$ cat src/rtl/spi_hold_pkg.sv
package spi_hold_pkg;
  typedef enum logic [1:0] {
    HS_RUN    = 2'd0,
    HS_ARMED  = 2'd1,
    HS_PAUSED = 2'd2
  } hold_state_e;

  localparam int unsigned PIN_SCK  = 0;
  localparam int unsigned PIN_CS   = 1;
  localparam int unsigned PIN_HOLD = 2;
  localparam int unsigned PIN_SI   = 3;
  localparam int unsigned PIN_W    = 4;
  // deselected, hold released
  localparam logic [PIN_W-1:0] PIN_IDLE = 4'b0110;
endpackage

$ cat src/rtl/spi_pin_stage.sv
module spi_pin_stage #(
  parameter int unsigned WIDTH  = 4,
  parameter int unsigned STAGES = 1,
  parameter logic [WIDTH-1:0] RST_VAL = '0
) (
  input  logic             clk_i,
  input  logic             rst_ni,
  input  logic [WIDTH-1:0] d_i,
  output logic [WIDTH-1:0] cur_o,
  output logic [WIDTH-1:0] prev_o
);
  localparam int unsigned LAST = (STAGES > 0) ? STAGES - 1 : 0;

  logic [LAST:0][WIDTH-1:0] sr_q;
  logic [WIDTH-1:0]         prev_q;

  always_ff @(posedge clk_i or negedge rst_ni) begin
    if (!rst_ni) begin
      sr_q   <= {(LAST+1){RST_VAL}};
      prev_q <= RST_VAL;
    end else begin
      sr_q[0] <= d_i;
      for (int i = 1; i <= LAST; i++) sr_q[i] <= sr_q[i-1];
      prev_q <= sr_q[LAST];
    end
  end

  assign cur_o  = sr_q[LAST];
  assign prev_o = prev_q;
endmodule

$ cat src/rtl/hold_pause_fsm.sv
module hold_pause_fsm
  import spi_hold_pkg::*;
(
  input  logic        clk_i,
  input  logic        rst_ni,
  input  logic        sck_i,
  input  logic        sck_prev_i,
  input  logic        hold_ni,
  input  logic        hold_prev_ni,
  input  logic        cs_ni,
  output hold_state_e state_o,
  output logic        block_o,
  output logic        drive_o
);
  hold_state_e st_q, st_d;
  logic        drive_q;
  logic        sel, h_fall, h_rise, s_fall;

  assign sel    = ~cs_ni;
  assign h_fall = hold_prev_ni & ~hold_ni;
  assign h_rise = ~hold_prev_ni & hold_ni;
  assign s_fall = sck_prev_i & ~sck_i;

  always_comb begin
    st_d = st_q;
    if (!sel) begin
      st_d = HS_RUN;
    end else begin
      unique case (st_q)
        HS_RUN:    if (h_fall) st_d = sck_i ? HS_ARMED : HS_PAUSED;
        HS_ARMED: begin
          if (hold_ni)     st_d = HS_RUN;
          else if (s_fall) st_d = HS_PAUSED;
        end
        HS_PAUSED: if (h_rise && !sck_i) st_d = HS_RUN;
        default:   st_d = HS_RUN;
      endcase
    end
  end

  always_ff @(posedge clk_i or negedge rst_ni) begin
    if (!rst_ni) begin
      st_q    <= HS_RUN;
      drive_q <= 1'b0;
    end else begin
      st_q    <= st_d;
      drive_q <= sel && (st_d != HS_PAUSED);
    end
  end

  // the edge that starts a pause is withheld too
  assign block_o = (st_q == HS_PAUSED) || (st_d == HS_PAUSED);
  assign state_o = st_q;
  assign drive_o = drive_q;
endmodule

$ cat src/rtl/so_gate.sv
module so_gate (
  input  logic drive_i,
  input  logic cs_ni,
  input  logic eng_so_i,
  input  logic eng_so_oe_i,
  output logic so_o,
  output logic so_oe_o
);
  logic oe;
  assign oe      = drive_i & ~cs_ni & eng_so_oe_i;
  assign so_oe_o = oe;
  assign so_o    = oe & eng_so_i;
endmodule

$ cat src/rtl/spi_hold_ctrl.sv
module spi_hold_ctrl
  import spi_hold_pkg::*;
#(
  parameter int unsigned IN_STAGES = 1
) (
  input  logic clk_i,
  input  logic rst_ni,
  input  logic sck_i,
  input  logic cs_ni,
  input  logic hold_ni,
  input  logic si_i,
  input  logic eng_so_i,
  input  logic eng_so_oe_i,
  output logic eng_sck_rise_o,
  output logic eng_sck_fall_o,
  output logic eng_si_o,
  output logic paused_o,
  output logic so_o,
  output logic so_oe_o
);
  logic [PIN_W-1:0] pin_raw, pin_cur, pin_prev;
  logic        sck_cur, sck_prev, cs_n_cur, hold_n_cur, hold_n_prev, si_cur;
  logic        blocked, drive_en, si_hold_q;
  hold_state_e pause_st;

  always_comb begin
    pin_raw           = '0;
    pin_raw[PIN_SCK]  = sck_i;
    pin_raw[PIN_CS]   = cs_ni;
    pin_raw[PIN_HOLD] = hold_ni;
    pin_raw[PIN_SI]   = si_i;
  end

  spi_pin_stage #(
    .WIDTH  (PIN_W),
    .STAGES (IN_STAGES),
    .RST_VAL(PIN_IDLE)
  ) u_pins (
    .clk_i (clk_i),
    .rst_ni(rst_ni),
    .d_i   (pin_raw),
    .cur_o (pin_cur),
    .prev_o(pin_prev)
  );

  assign sck_cur     = pin_cur[PIN_SCK];
  assign sck_prev    = pin_prev[PIN_SCK];
  assign cs_n_cur    = pin_cur[PIN_CS];
  assign hold_n_cur  = pin_cur[PIN_HOLD];
  assign hold_n_prev = pin_prev[PIN_HOLD];
  assign si_cur      = pin_cur[PIN_SI];

  hold_pause_fsm u_fsm (
    .clk_i       (clk_i),
    .rst_ni      (rst_ni),
    .sck_i       (sck_cur),
    .sck_prev_i  (sck_prev),
    .hold_ni     (hold_n_cur),
    .hold_prev_ni(hold_n_prev),
    .cs_ni       (cs_n_cur),
    .state_o     (pause_st),
    .block_o     (blocked),
    .drive_o     (drive_en)
  );

  assign eng_sck_rise_o = ~cs_n_cur & ~blocked & sck_cur & ~sck_prev;
  assign eng_sck_fall_o = ~cs_n_cur & ~blocked & ~sck_cur & sck_prev;

  assign eng_si_o = blocked ? si_hold_q : si_cur;
  always_ff @(posedge clk_i or negedge rst_ni) begin
    if (!rst_ni) si_hold_q <= 1'b0;
    else         si_hold_q <= eng_si_o;
  end

  assign paused_o = (pause_st == HS_PAUSED);

  so_gate u_so (
    .drive_i    (drive_en),
    .cs_ni      (cs_n_cur),
    .eng_so_i   (eng_so_i),
    .eng_so_oe_i(eng_so_oe_i),
    .so_o       (so_o),
    .so_oe_o    (so_oe_o)
  );
endmodule

$ cat config.mk
export PLATFORM = sky130hd
export DESIGN_NAME = spi_hold_ctrl
export DESIGN_NICKNAME = d
export VERILOG_FILES = /design/src/rtl/spi_hold_pkg.sv /design/src/rtl/spi_pin_stage.sv /design/src/rtl/hold_pause_fsm.sv /design/src/rtl/so_gate.sv /design/src/rtl/spi_hold_ctrl.sv
export SDC_FILE = /design/constraint.sdc
export NUM_CORES = 1
export LEC_CHECK = 0
export ABC_AREA = 1
export CAP_MARGIN = 20
export CELL_PAD_IN_SITES_DETAIL_PLACEMENT = 2
export CELL_PAD_IN_SITES_GLOBAL_PLACEMENT = 2
export CORE_MARGIN = 2
export CORE_UTILIZATION = 25
export DETAILED_ROUTE_END_ITERATION = 6
export HOLD_SLACK_MARGIN = 0.03
export PLACE_DENSITY_LB_ADDON = 0.1
export REMOVE_ABC_BUFFERS = 1
export SETUP_SLACK_MARGIN = 0.3
export SYNTH_ARGS = -nofsm -noshare
export SYNTH_HDL_FRONTEND = slang
export SYNTH_SLANG_ARGS = --single-unit
$ cat constraint.sdc
create_clock -name clk_i -period 2.6 [get_ports clk_i]
set_input_delay 0.39 -clock clk_i [delete_from_list [all_inputs] [get_ports clk_i]]
set_output_delay 0.39 -clock clk_i [all_outputs]
set_load 0.02 [all_outputs]
### Word level (Yosys, flattened, before mapping)

Index checks and enable logic that the tools add are counted.

| storage, ports and cells | value |
|---|---|
| bits in registers | 11 |
| input bits | 8 |
| output and inout port bits | 6 |
| word-level logic and storage cells | 39 |

| operators by class | value |
|---|---|
| equality and inequality tests | 4 |
| muxes and demuxes | 8 |
| bitwise gates (word level) | 17 |
| reductions and logical operators | 5 |

Operators with widths:

| operator | count |
|---|---|
| 2-to-1 mux 2 bit | 6 |
| bitwise AND 1 bit | 11 |
| NOT 1 bit | 6 |
| case mux 2 bit (3 select lines) | 1 |
| equality test 2 bit (second input constant) | 2 |
| equality test 2 x 1 -> 1 bit (second input constant) | 1 |
| logical AND 1 bit | 2 |
| zero test 2 bit | 1 |
| inequality test 2 bit (second input constant) | 1 |
| zero test 1 bit | 1 |
| logical OR 1 bit | 1 |
| 2-to-1 mux 1 bit | 1 |

### Logic depth before layout (Yosys ltp)

| logic depth | value |
|---|---|
| depth after elaboration | 12 |
| mapped depth | 8 |
| gate-level depth less buffers | 8 |

### Modules after synthesis

Synthesis repeated with hierarchy kept, for this count alone.

| unflattened totals | value |
|---|---|
| cell total of the unflattened synthesis | 56 |
| area, all modules | 500.5 sq um |

By module, submodules not included:

| module | instances | cells an instance | area each (sq um) | seq. area each (sq um) |
|---|---|---|---|---|
| spi_pin_stage | 1 | 8 | 205.2 | 205.2 |
| hold_pause_fsm | 1 | 28 | 187.7 | 75.1 |
| spi_hold_ctrl | 1 | 15 | 80.1 | 25.0 |
| so_gate | 1 | 5 | 27.5 | 0.0 |

### Least setup slack after synthesis

Ideal clock, no wire load.

| timing | value |
|---|---|
| kind | reg2out |
| start point | reg u_pins.sr_q (netlist bit u_pins.cur_o[2]) |
| end point | out eng_sck_fall_o |
| arrival | 1.182 ns |
| data required time | 2.210 ns |
| slack | 1.028 ns |
| stages on the path, launching flop included | 7 |
| path buffers | 0 |
| path through | dfstp_2 -> nand3_1 -> nand2_1 -> nand3_2 -> nor2_2 -> nand2_1 -> nor2_1 |

| between the ends | value |
|---|---|
| cells in the longest elaborated chain, start to end | 11 |
| elaborated cells between the ends (all ways) | 15 |
| those cells by class | eq/ne (1); mux (5); bitwise (7); reduce/logical (2) |

RTL lines:

| what | RTL line | RTL |
|---|---|---|
| start, declared | spi_pin_stage.sv:14 | `logic [LAST:0][WIDTH-1:0] sr_q;` |
| start signal, assigned | spi_pin_stage.sv:19 | `sr_q <= {(LAST+1){RST_VAL}};` |
| bitwise AND 1 bit / NOT 1 bit (equally long branches) | hold_pause_fsm.sv:21, hold_pause_fsm.sv:20 |  |
| logical AND 1 bit / bitwise AND 1 bit (equally long branches) | hold_pause_fsm.sv:35, hold_pause_fsm.sv:20 |  |
| 2-to-1 mux 2 bit (on tied branches) | hold_pause_fsm.sv:35, hold_pause_fsm.sv:30 |  |
| case mux 2 bit (3 select lines) * | hold_pause_fsm.sv:29 | `unique case (st_q)` |
| 2-to-1 mux 2 bit * | hold_pause_fsm.sv:26 | `if (!sel) begin` |
| equality test 2 bit * | hold_pause_fsm.sv:52 | `assign block_o = (st_q == HS_PAUSED) \|\| (st_d == HS_PAUSED);` |
| logical OR 1 bit * | hold_pause_fsm.sv:52 |  |
| NOT 1 bit * | spi_hold_ctrl.sv:67 | `assign eng_sck_fall_o = ~cs_n_cur & ~blocked & ~sck_cur & sck_prev;` |
| bitwise AND 1 bit * (3 in a row) | spi_hold_ctrl.sv:67 |  |
| end, declared | spi_hold_ctrl.sv:15 | `output logic eng_sck_fall_o,` |

Mark *: on every way between the ends. The rest lies on a longest branch, timed or not.

### Worst setup path in the final report

| timing | value |
|---|---|
| start point | reg u_pins.sr_q (netlist bit u_pins.cur_o[2]) |
| end point | out eng_sck_rise_o |

| between the ends | value |
|---|---|
| cells in the longest elaborated chain, start to end | 11 |
| elaborated cells between the ends (all ways) | 15 |
| those cells by class | eq/ne (1); mux (5); bitwise (7); reduce/logical (2) |

RTL lines:

| what | RTL line | RTL |
|---|---|---|
| bitwise AND 1 bit / NOT 1 bit (equally long branches) | hold_pause_fsm.sv:21, hold_pause_fsm.sv:20 |  |
| logical AND 1 bit / bitwise AND 1 bit (equally long branches) | hold_pause_fsm.sv:35, hold_pause_fsm.sv:20 |  |
| 2-to-1 mux 2 bit (on tied branches) | hold_pause_fsm.sv:35, hold_pause_fsm.sv:30 |  |
| case mux 2 bit (3 select lines) * | hold_pause_fsm.sv:29 |  |
| 2-to-1 mux 2 bit * | hold_pause_fsm.sv:26 |  |
| equality test 2 bit * | hold_pause_fsm.sv:52 |  |
| logical OR 1 bit * | hold_pause_fsm.sv:52 |  |
| NOT 1 bit * | spi_hold_ctrl.sv:66 | `assign eng_sck_rise_o = ~cs_n_cur & ~blocked & sck_cur & ~sck_prev;` |
| bitwise AND 1 bit * (3 in a row) | spi_hold_ctrl.sv:66 |  |
| end, declared | spi_hold_ctrl.sv:14 | `output logic eng_sck_rise_o,` |

Marked as above.

==> PnR_summary.wiki <==
{| class="wikitable"
! Metric !! Value
|-
| Count of yosys warnings during synthesis || 0
|-
| Power per standard cell area || 625 mW/mm²
|-
| Clock slew at the register clock pins of the worst setup and hold paths || around 0.07 ns
|-
| DRT Wirelength || 1.08 mm
|-
| Global-route track usage on met1 || roughly 14%
|-
| Cell count after placement || 73
|-
| Diode count || 0
|-
| Maximum Capacitance Violations || 0
|-
| Final-report setup violation count || 0
|-
| CTS tree || done
|-
| Result of the run || finished, final reports clean
|-
| Synthesized area per cell || 9.33 µm²
|-
| Initial antenna violation count || 0
|-
| Met2 Usage GRT || 25.2%
|-
| Setup crit start kind || flip-flop
|-
| Router iterations before antenna repair || 1
|-
| CTS H-tree depth || 1
|-
| Area taken by flip-flops and latches || approximately 250 µm²
|-
| Total grt overflow || 0
|-
| Hold Crit Depth || 0
|-
| Die span in x || 44.5 µm
|-
| Finished layout cell area || between 500 and 600 µm²
|-
| Worst r2r dst || si_hold_q
|-
| Setup repair after global routing missed its margin || false
|-
| Standard-cell row count || 14
|-
| Register bit total from synthesis || 10
|-
| Number of global-route vias before repair || 401
|-
| Final Wtd Congestion || 0.738
|-
| Clock sink count || 10
|-
| Number of vias per cell || 4.69
|-
| Arrival time reported for the critical path endpoint || 1.73 ns
|-
| Synthesis-to-layout area growth || 43.6%
|-
| Final Instance Count excl. Fillers || 77
|-
| Start point of the worst hold path || u_pins.cur_o[2]
|-
| CTS buffer count || 3
|-
| Number of buffers on the longest clock path || 2
|-
| Drt first-iter violations || 0
|-
| Transition at the pin with the smallest max-transition slack || approximately 0.46 ns
|-
| Netlist cell types || 11
|-
| Clock latency reported for the late side of the worst-skew pair || 0.27 ns
|-
| Setup TNS || 0 ns
|-
| All-Layer GR Usage || 14.0%
|-
| Crit Path Class || reg -> out
|-
| Final Skew || between 0.004 and 0.005 ns
|-
| Die footprint || 0.00198 mm²
|-
| Share of post-route cells with drive strength above 1 || about a fifth
|-
| Class of the most critical hold timing path || reg -> reg
|-
| Worst r2r src || u_pins.prev_o[2]
|-
| I/O Buffers || 13
|-
| Sequential area share after synthesis || 61.9%
|-
| Cell area after synthesis || 410 µm²
|-
| CP endpoint kind || output port
|-
| Grt met3 use || roughly 3.7%
|-
| Wire length of the first global-routing pass || ~1.9 mm
|-
| Gate count after technology mapping || 44
|-
| Final worst path period share || 81.5%
|-
| Worst slew slack as a fraction of its limit || between 60% and 70%
|-
| Worst hold endpoint || u_pins.prev_o[2]
|-
| Routed via count || roughly 360
|-
| Layer carrying the most global-route usage || met2
|-
| Placed Instance Area || around 560 µm²
|-
| Hold Fails Final Rpt || 0
|-
| Count of antenna-violating nets left after detailed routing || 0
|-
| Setup Buffers After CTS || 0
|-
| Cell chosen for the clock root || clkbuf_4
|-
| Routed wire length per instance || roughly 14 µm
|-
| Reg2Reg Depth || 7
|-
| Leakage power summed over all cells || 0.291 nW
|-
| DRC || 0
|-
| HPWL after DPL || roughly 850 µm
|-
| Clock period minus worst slack || 2.12 ns
|-
| Maximum ir drop on the vdd rail || 0.243 mV
|-
| Maximum operating frequency || 0.472 GHz
|-
| Count of boundary I/O pins || 14
|-
| Required time of the critical path || 2.21 ns
|-
| Area used by multi-input combinational logic || 126 µm²
|-
| Total of hold buffers inserted after clock tree synthesis || 0
|-
| Max-slew violation count || 0
|-
| Effective utilization at floorplan || 26.9%
|-
| Resized cells post-CTS || 3
|-
| Core Footprint || between 0.0015 and 0.002 mm²
|-
| Reg2reg setup slack || 1.26 ns
|-
| Number of nets at the end of the flow || 70
|-
| Pin count of the biggest net entering global routing || 11
|-
| Vertical die dimension || 44.5 µm
|-
| Total design power || 0.369 mW
|-
| Most used cells in the layout excluding fill and tap cells || clkdlybuf4s50_1 (10), nand2_1 (8), inv_1 (7), nor2_1 (7), dfrtp_1 (7)
|-
| Maximum fanout along the worst path || 4
|-
| Number of fillers in the final layout || 178
|-
| Most frequent standard cell in the layout excluding fill and tap cells || clkdlybuf4s50_1
|}
## state kept, by name, summed over array words and instances (netlist names)
name           cells
u_fsm.state_o      2
u_pins.cur_o       4
u_fsm.drive_o      1
u_pins.prev_o      2
si_hold_q          1
## stage by stage
stage | hold WS [ns] | util, % | setup slack, ns
2_1_floorplan | 0.0944 | - | 1.03
3_3_place_gp | 0.373 | 36.8 | 0.517
3_5_place_dp | 0.381 | 36.8 | 0.367
4_1_cts | 0.394 | 38.9 | 0.314
5_1_grt | 0.403 | 38.7 | 0.309
6_report | 0.392 | 38.7 | 0.482
## power breakdown
part	internal [mW]	switching, mW
clock	0.0852	0.0600
combinational	0.0221	0.0279
sequential	0.167	0.00669
total	0.274	0.0945
## how the worst max path moves through the flow
stage                           from              to  slack [ns]  depth (start not counted)
global placement         eng_so_oe_i            so_o        0.52                          4
finish               u_pins.cur_o[2]  eng_sck_rise_o        0.48                          7
CTS                 u_pins.prev_o[2]        eng_si_o        0.31                          9
detailed placement  u_pins.prev_o[2]        eng_si_o        0.37                          9
floorplan            u_pins.cur_o[2]  eng_sck_fall_o        1.03                          6
global route         u_pins.cur_o[2]  eng_sck_rise_o        0.31                          7
## Yosys cell counts
cell / count / area share, %
dfrtp_1: 7 / 43
nor2_1: 7 / 6.4
nand3_2: 2 / 4.9
a21oi_1: 1 / 1.2
inv_2: 1 / 0.91
dfstp_2: 3 / 19
inv_1: 7 / 6.4
nand3_1: 5 / 6.1
nand2_1: 8 / 7.3
nor3b_1: 1 / 1.8
nor2_2: 2 / 3.0
## per-layer routing
metal / share of wire, % / wire length (µm)
met5: 0 / 0
met4: 2.7 / 29
met3: 6.7 / 72
met2: 55 / 590
met1: 36 / 386
## layout make-up
type	count	area share (%)
Sequential cell	10	43.1
Multi-Input combinational cell	26	21.4
Timing Repair Buffer	13	20.8
Clock buffer	4	6.16
Inverter	8	5.10
Tap cell	16	3.40
## cell families (layout without fill, tap and decap cells)
logic type,after synthesis,in the layout,share of synthesized area (%)
flip-flops,10,10,61.9
AO/OA/AOI/OAI,1,1,1.22
buffers and inverters,8,25,7.32
AND/OR/NAND/NOR,25,25,29.6
## worst max-delay path: stages (launching register included)
cell and delay (ns):
dfstp_2 0.56, nand3_1 0.10, nand2_1 0.08, nand3_2 0.10, nor2_2 0.10, nand2_1 0.08, nor2_1 0.09, dlygate4sd2_1 0.34
Note: power is estimated with default switching activity, not from simulation.
